===== config.mk =====
export PLATFORM = sky130hd
export DESIGN_NAME = burst_addr_seq
export DESIGN_NICKNAME = d
export VERILOG_FILES = /design/src/rtl/bas_pkg.sv /design/src/rtl/bas_load_ctrl.sv /design/src/rtl/bas_beat_ctr.sv /design/src/rtl/bas_addr_reg.sv /design/src/rtl/burst_addr_seq.sv
export SDC_FILE = /design/constraint.sdc
export NUM_CORES = 1
export LEC_CHECK = 0
export ABC_AREA = 1
export BUFFER_PORTS_ARGS = -buffer_cell sky130_fd_sc_hd__buf_4
export CORE_MARGIN = 2
export CORE_UTILIZATION = 44
export DETAILED_ROUTE_END_ITERATION = 6
export PLACE_DENSITY = 0.83
export SYNTH_ARGS = -nofsm -noshare
export SYNTH_HDL_FRONTEND = slang
export SYNTH_SLANG_ARGS = --single-unit

===== constraint.sdc =====
create_clock -name clk -period 1 [get_ports clk]
set_clock_uncertainty 0.05 [all_clocks]
set_input_delay 0.05 -clock clk [delete_from_list [all_inputs] [get_ports clk]]
set_output_delay 0.05 -clock clk [all_outputs]
set_load 0.02 [all_outputs]

===== src/rtl/bas_pkg.sv =====
package bas_pkg;
  localparam int LOW_W = 2;
  typedef logic [LOW_W-1:0] beat_t;

  typedef enum logic {
    ORD_LINEAR     = 1'b0,
    ORD_INTERLEAVE = 1'b1
  } order_e;

  // Low address bits for beat k of a burst started at 'start'.
  function automatic beat_t beat_low(beat_t start, beat_t k, order_e ord);
    beat_t r;
    if (ord == ORD_INTERLEAVE) r = start ^ k;
    else                       r = beat_t'(start + k);
    return r;
  endfunction
endpackage


===== src/rtl/bas_load_ctrl.sv =====
module bas_load_ctrl (
  input  logic ld_cpu_n,
  input  logic ld_ctl_n,
  input  logic adv_n,
  output logic load,
  output logic step
);
  // Either strobe loads; a load masks an advance in the same cycle.
  always_comb begin
    load = ~ld_cpu_n | ~ld_ctl_n;
    step = ~adv_n & ~load;
  end
endmodule


===== src/rtl/bas_beat_ctr.sv =====
module bas_beat_ctr
  import bas_pkg::*;
(
  input  logic  clk,
  input  logic  rst,
  input  logic  load,
  input  logic  step,
  output beat_t beat
);
  always_ff @(posedge clk) begin
    if (rst)       beat <= '0;
    else if (load) beat <= '0;
    else if (step) beat <= beat_t'(beat + 1'b1);
  end
endmodule


===== src/rtl/bas_addr_reg.sv =====
module bas_addr_reg #(
  parameter int ADDR_W = 20
) (
  input  logic              clk,
  input  logic              rst,
  input  logic              load,
  input  logic [ADDR_W-1:0] addr_d,
  output logic [ADDR_W-1:0] base
);
  always_ff @(posedge clk) begin
    if (rst)       base <= '0;
    else if (load) base <= addr_d;
  end
endmodule


===== src/rtl/burst_addr_seq.sv =====
module burst_addr_seq
  import bas_pkg::*;
#(
  parameter int ADDR_W = 20
) (
  input  logic              clk,
  input  logic              rst,
  input  logic              ld_cpu_n,
  input  logic              ld_ctl_n,
  input  logic              adv_n,
  input  logic              order_sel,
  input  logic [ADDR_W-1:0] addr_d,
  output logic [ADDR_W-1:0] addr_q,
  output logic [LOW_W-1:0]  beat_q
);
  localparam int HI_W = ADDR_W - LOW_W;

  // Named internal events, observed by the checker.
  logic              load_ev;
  logic              step_ev;
  logic [ADDR_W-1:0] base;
  beat_t             beat;
  order_e            ord;

  assign ord = order_e'(order_sel);

  bas_load_ctrl u_ctrl (
    .ld_cpu_n (ld_cpu_n),
    .ld_ctl_n (ld_ctl_n),
    .adv_n    (adv_n),
    .load     (load_ev),
    .step     (step_ev)
  );

  bas_beat_ctr u_beat (
    .clk  (clk),
    .rst  (rst),
    .load (load_ev),
    .step (step_ev),
    .beat (beat)
  );

  bas_addr_reg #(.ADDR_W(ADDR_W)) u_base (
    .clk    (clk),
    .rst    (rst),
    .load   (load_ev),
    .addr_d (addr_d),
    .base   (base)
  );

  generate
    if (HI_W > 0) begin : g_hi
      assign addr_q = {base[ADDR_W-1:LOW_W], beat_low(base[LOW_W-1:0], beat, ord)};
    end else begin : g_lo
      assign addr_q = beat_low(base[LOW_W-1:0], beat, ord);
    end
  endgenerate

  assign beat_q = beat;
endmodule


## Yosys cells after proc, flatten, opt, wreduce, memory -nomap -nowiden

Cells that the tools add are included.

| cells by class | value |
|---|---|
| multiplexer cells | 1 |
| reductions and logical operators | 1 |
| bitwise operators | 7 |
| $add $sub $neg | 2 |

Operators by type and width:

| cell | number |
|---|---|
| $not A1 Y1 | 4 |
| $add A2 B1 Y2 const B | 1 |
| $add A2 B2 Y2 | 1 |
| $mux W2 | 1 |
| $reduce_or A2 Y1 | 1 |
| $xor A2 B2 Y2 | 1 |
| $and A1 B1 Y1 | 1 |
| $or A1 B1 Y1 | 1 |

| word-level totals | value |
|---|---|
| output and inout bits | 22 |
| register bits | 22 |
| input bits | 26 |
| word-level logic and storage cells | 13 |

## Depth between registers and ports, before layout

| logic depth | value |
|---|---|
| depth in word-level cells | 4 |
| mapped depth | 6 |
| depth with buffers taken out | 6 |

## Modules after synthesis

Synthesis repeated with hierarchy kept, for this count alone.

| unflattened totals | value |
|---|---|
| cell total of the unflattened synthesis | 155 |
| area total of the unflattened synthesis | 993.5 µm² |

Modules (own cells, without submodules):

| module | sequential area each (µm²) | area each (µm²) | cells an instance | times used |
|---|---|---|---|---|
| bas_addr_reg | 400.4 | 834.6 | 127 | 1 |
| bas_beat_ctr | 40.0 | 78.8 | 11 | 1 |
| burst_addr_seq | 0.0 | 67.6 | 15 | 1 |
| bas_load_ctrl | 0.0 | 12.5 | 2 | 1 |

## Worst setup path before layout

OpenSTA, ideal clock, no wires.

| path | value |
|---|---|
| path type | flip-flop to output port |
| start point | register u_beat.beat[0] |
| end point | output port addr_q[1] |
| path buffers | 0 |
| stages on the path, launching flop included | 7 |
| arrival time | 967 ps |
| data required time | 900 ps |
| slack | -67 ps |
| cell sequence | dfxtp_1 -> ha_1 -> inv_1 -> nor2_1 -> nand3_1 -> nand2_1 -> inv_1 |

| on the way | value |
|---|---|
| cells in the longest elaborated chain, start to end | 2 |

Ends and longest elaborated chain:

| item | RTL line | RTL |
|---|---|---|
| from (decl) | bas_beat_ctr.sv:8 | `output beat_t beat` |
| from (signal assigned) | bas_beat_ctr.sv:13 | `else if (step) beat <= beat_t'(beat + 1'b1);` |
| $add A2 B2 Y2 | bas_pkg.sv:14 | `else r = beat_t'(start + k);` |
| $mux W2 | bas_pkg.sv:13 | `if (ord == ORD_INTERLEAVE) r = start ^ k;` |
| to (decl) | burst_addr_seq.sv:13 | `output logic [ADDR_W-1:0] addr_q,` |

No other way between the ends.

## Worst setup path after layout

Same ends and word-level chain as after synthesis.

==> summary.txt <==
Place
  • Detailed placement HPWL: about 1.5 mm
  • Routability cong.: about 0.63
  • Placed inst area: around 1300 um2
  • Placed insts: between 150 and 200
  • Port bufs: 47

Die
  • Die H: about 51 um
  • Top-level I/O count: between 40 and 50
  • Die area: around 2600 um2
  • Rows: 17
  • Core area: 2170 um2
  • Starting Density: a little under half
  • Die X: 51.4 um

Outcome
  • Status: finished, violations left
  • Violated checks: setup timing

Timing
  • Slew @ Worst Pin: 0.200 ns
  • Final worst-path cycle share: 130%
  • RSZ-0062 raised after global routing: true
  • Final setup viols: 4
  • Max Clk Rate: about 770 MHz
  • TNS Setup: -0.435 ns
  • Fin. max-slew vios: 0
  • Final hold vios: 0
  • Period minus WS final: 1.30 ns
  • Relative slew slack: 86.6%
  • Post-route setup slack: -0.301 ns

Cells and area
  • Ant diodes: 0
  • Most common cell after layout, fill and taps aside: buf_4
  • Layout cells sized above 1: between 30 and 40%
  • Final instance area: approximately 1500 um2
  • # nets final: 215
  • Final cell count without fillers: roughly 220
  • Most frequent cells in the layout: buf_4 (48), nor2_1 (42), dlygate4sd3_1 (21), o21ai_0 (20), dfxtp_1 (19)
  • Syn-to-layout area delta: 55.0%

Pwr
  • Peak VDD IR: roughly 0.94 mV
  • Lkg Pwr: 0.000735 uW
  • Pwr Density: 1240 nW/um2
  • Tot Pwr: about 1900 uW

Yosys
  • Avg Cell Area, Syn: around 7.4 um2
  • Gate Count Post-Synth: between 100 and 150
  • Post-synth top area share: 44.5%
  • Synthesized cell area: a little under 1000 um2
  • Syn Nets: 161
  • Area leader, netlist: dfxtp_1
  • Yosys warnings: 0
  • Post-synthesis sequential area ratio: around 45%
  • Synth area leaders: dfxtp_1 (45%), nor2_1 (17%), buf_4 (14%)
  • Yosys cell types: 13
  • FF+latch count, synth: 22

Global route
  • Initial antenna violation count: 0
  • Overall Global Routing Usage: about a fifth
  • Number of global-route vias before repair: 925
  • Pin count of the biggest net entering global routing: 22
  • First-pass GRT wire length: ~3.8 mm
  • Grt ovf: 0

Clocking
  • Clk root buf: clkbuf_4
  • CTS tree: done
  • Max Buffers Root-to-Sink: 2
  • CTS sink count: 22
  • CTS clk-pin slew, worst paths: approximately 0.11 ns
  • H-tree depth: 1
  • Clock Latency Late Sink: slightly below 0.3 ns
  • Total CTS buffers: 3

Route
  • DR vias: about 1000
  • Final wirelength: between 2 and 2.5 mm
  • Drt pass-1 iters: 4
  • # DRC: 0
  • Routed Antenna Nets: 0
  • Mean routed wirelength per cell: about 11 um
  • Via/cell ratio: between 4 and 5
  • DR iter-0 viols: 14

Critical path
  • CP max FO: 2
  • Req. time, crit path: about 0.90 ns
  • RR Startpoint: u_beat.beat[0]$_SDFFE_PP0P_
  • Crit path kind: register to output pin
  • CP Launch Point: u_beat.beat[0]$_SDFFE_PP0P_
  • Critical Path Sink Type: output pin
  • Crit path launch type: register
  • Crit path DAT: ~1.2 ns

Run
  • Max cap viols: 0

Min path
  • Hold crit path type: primary input to register
  • Hold Crit Start: rst
-- metal layers --
metal  track usage, %  vias to the layer above  part of all wire [%]
met1             19.8                      439                    43
met4             10.1                        0                   1.4
met5                0                        -                     0
met2             36.1                       43                    50
li1                 -                      506                     -
met3             2.92                        6                   5.6
-- stage by stage --
step           util [%]  setup WS, ns  hold slack (ns)
5_1_grt            70.7        -0.369            0.154
3_5_place_dp       57.7       -0.0137            0.226
3_3_place_gp       57.7        0.0396            0.222
4_1_cts            70.2        -0.349            0.136
2_1_floorplan         -        0.0304            0.135
6_report           70.7        -0.301            0.147
-- worst paths after layout --
kind,slack (ns),cells after the start,end
worst max-delay path,-0.30,6,addr_q[1]
worst min-delay path,0.15,5,u_base.base[7]$_SDFFE_PP0P_
worst max register to register,0,6,u_beat.beat[1]$_SDFFE_PP0P_
worst min register to register,0.48,2,u_base.base[3]$_SDFFE_PP0P_
-- sequential cells by signal, indices dropped and copies added (netlist names) --
name and cells:
u_beat.beat 2, u_base.base 20
-- synth_stat cells --
cell,instances
nor2_1,44
dfxtp_1,22
o21ai_0,21
buf_4,18
nand2_1,9
inv_1,8
buf_2,4
buf_6,2
nand3_1,2
ha_1,1
inv_2,1
nand2_2,1
nor3_1,1
-- where the power goes --
part / leakage, uW / internal [uW] / switching [uW] / total, uW
clock: 0.0000210 / 222 / 238 / 460
sequential: 0.000184 / 937 / 32.0 / 969
combinational: 0.000530 / 255 / 223 / 478
total: 0.000735 / 1410 / 493 / 1910
-- cell type report --
type | count | area, um2
Fill cell | 162 | 636
Timing Repair Buffer | 73 | 624
Sequential cell | 22 | 444
Multi-Input combinational cell | 79 | 360
Clock buffer | 4 | 36.3
Tap cell | 28 | 35.0
Inverter | 9 | 33.8
-- cell families (layout without fill, tap and decap cells) --
family                   Yosys count  in the layout  synth area share, %
AND/OR/NAND/NOR                   57             57                 22.3
flip-flops                        22             22                 44.5
buffers and inverters             33             86                 21.4
adder cells (fa/ha/maj)            1              1                 1.26
AO/OA/AOI/OAI                     21             21                 10.6
-- critical path, cell delays in order, from the launching register on --
cell and delay (ns):
dfxtp_2 0.35, ha_4 0.16, nand2_1 0.08, nand3_1 0.08, nand2_1 0.08, inv_2 0.04
buf_6 0.12
-- timing repair --
item,CTS,global route
hold buffers,21,0
gates cloned,0,0
endpoints found under the setup margin,3,6
resized for setup,7,6
hold endpoints to repair,21,0
setup buffers,0,0
pin swaps,4,4
Power figures use the tool's default switching activity.
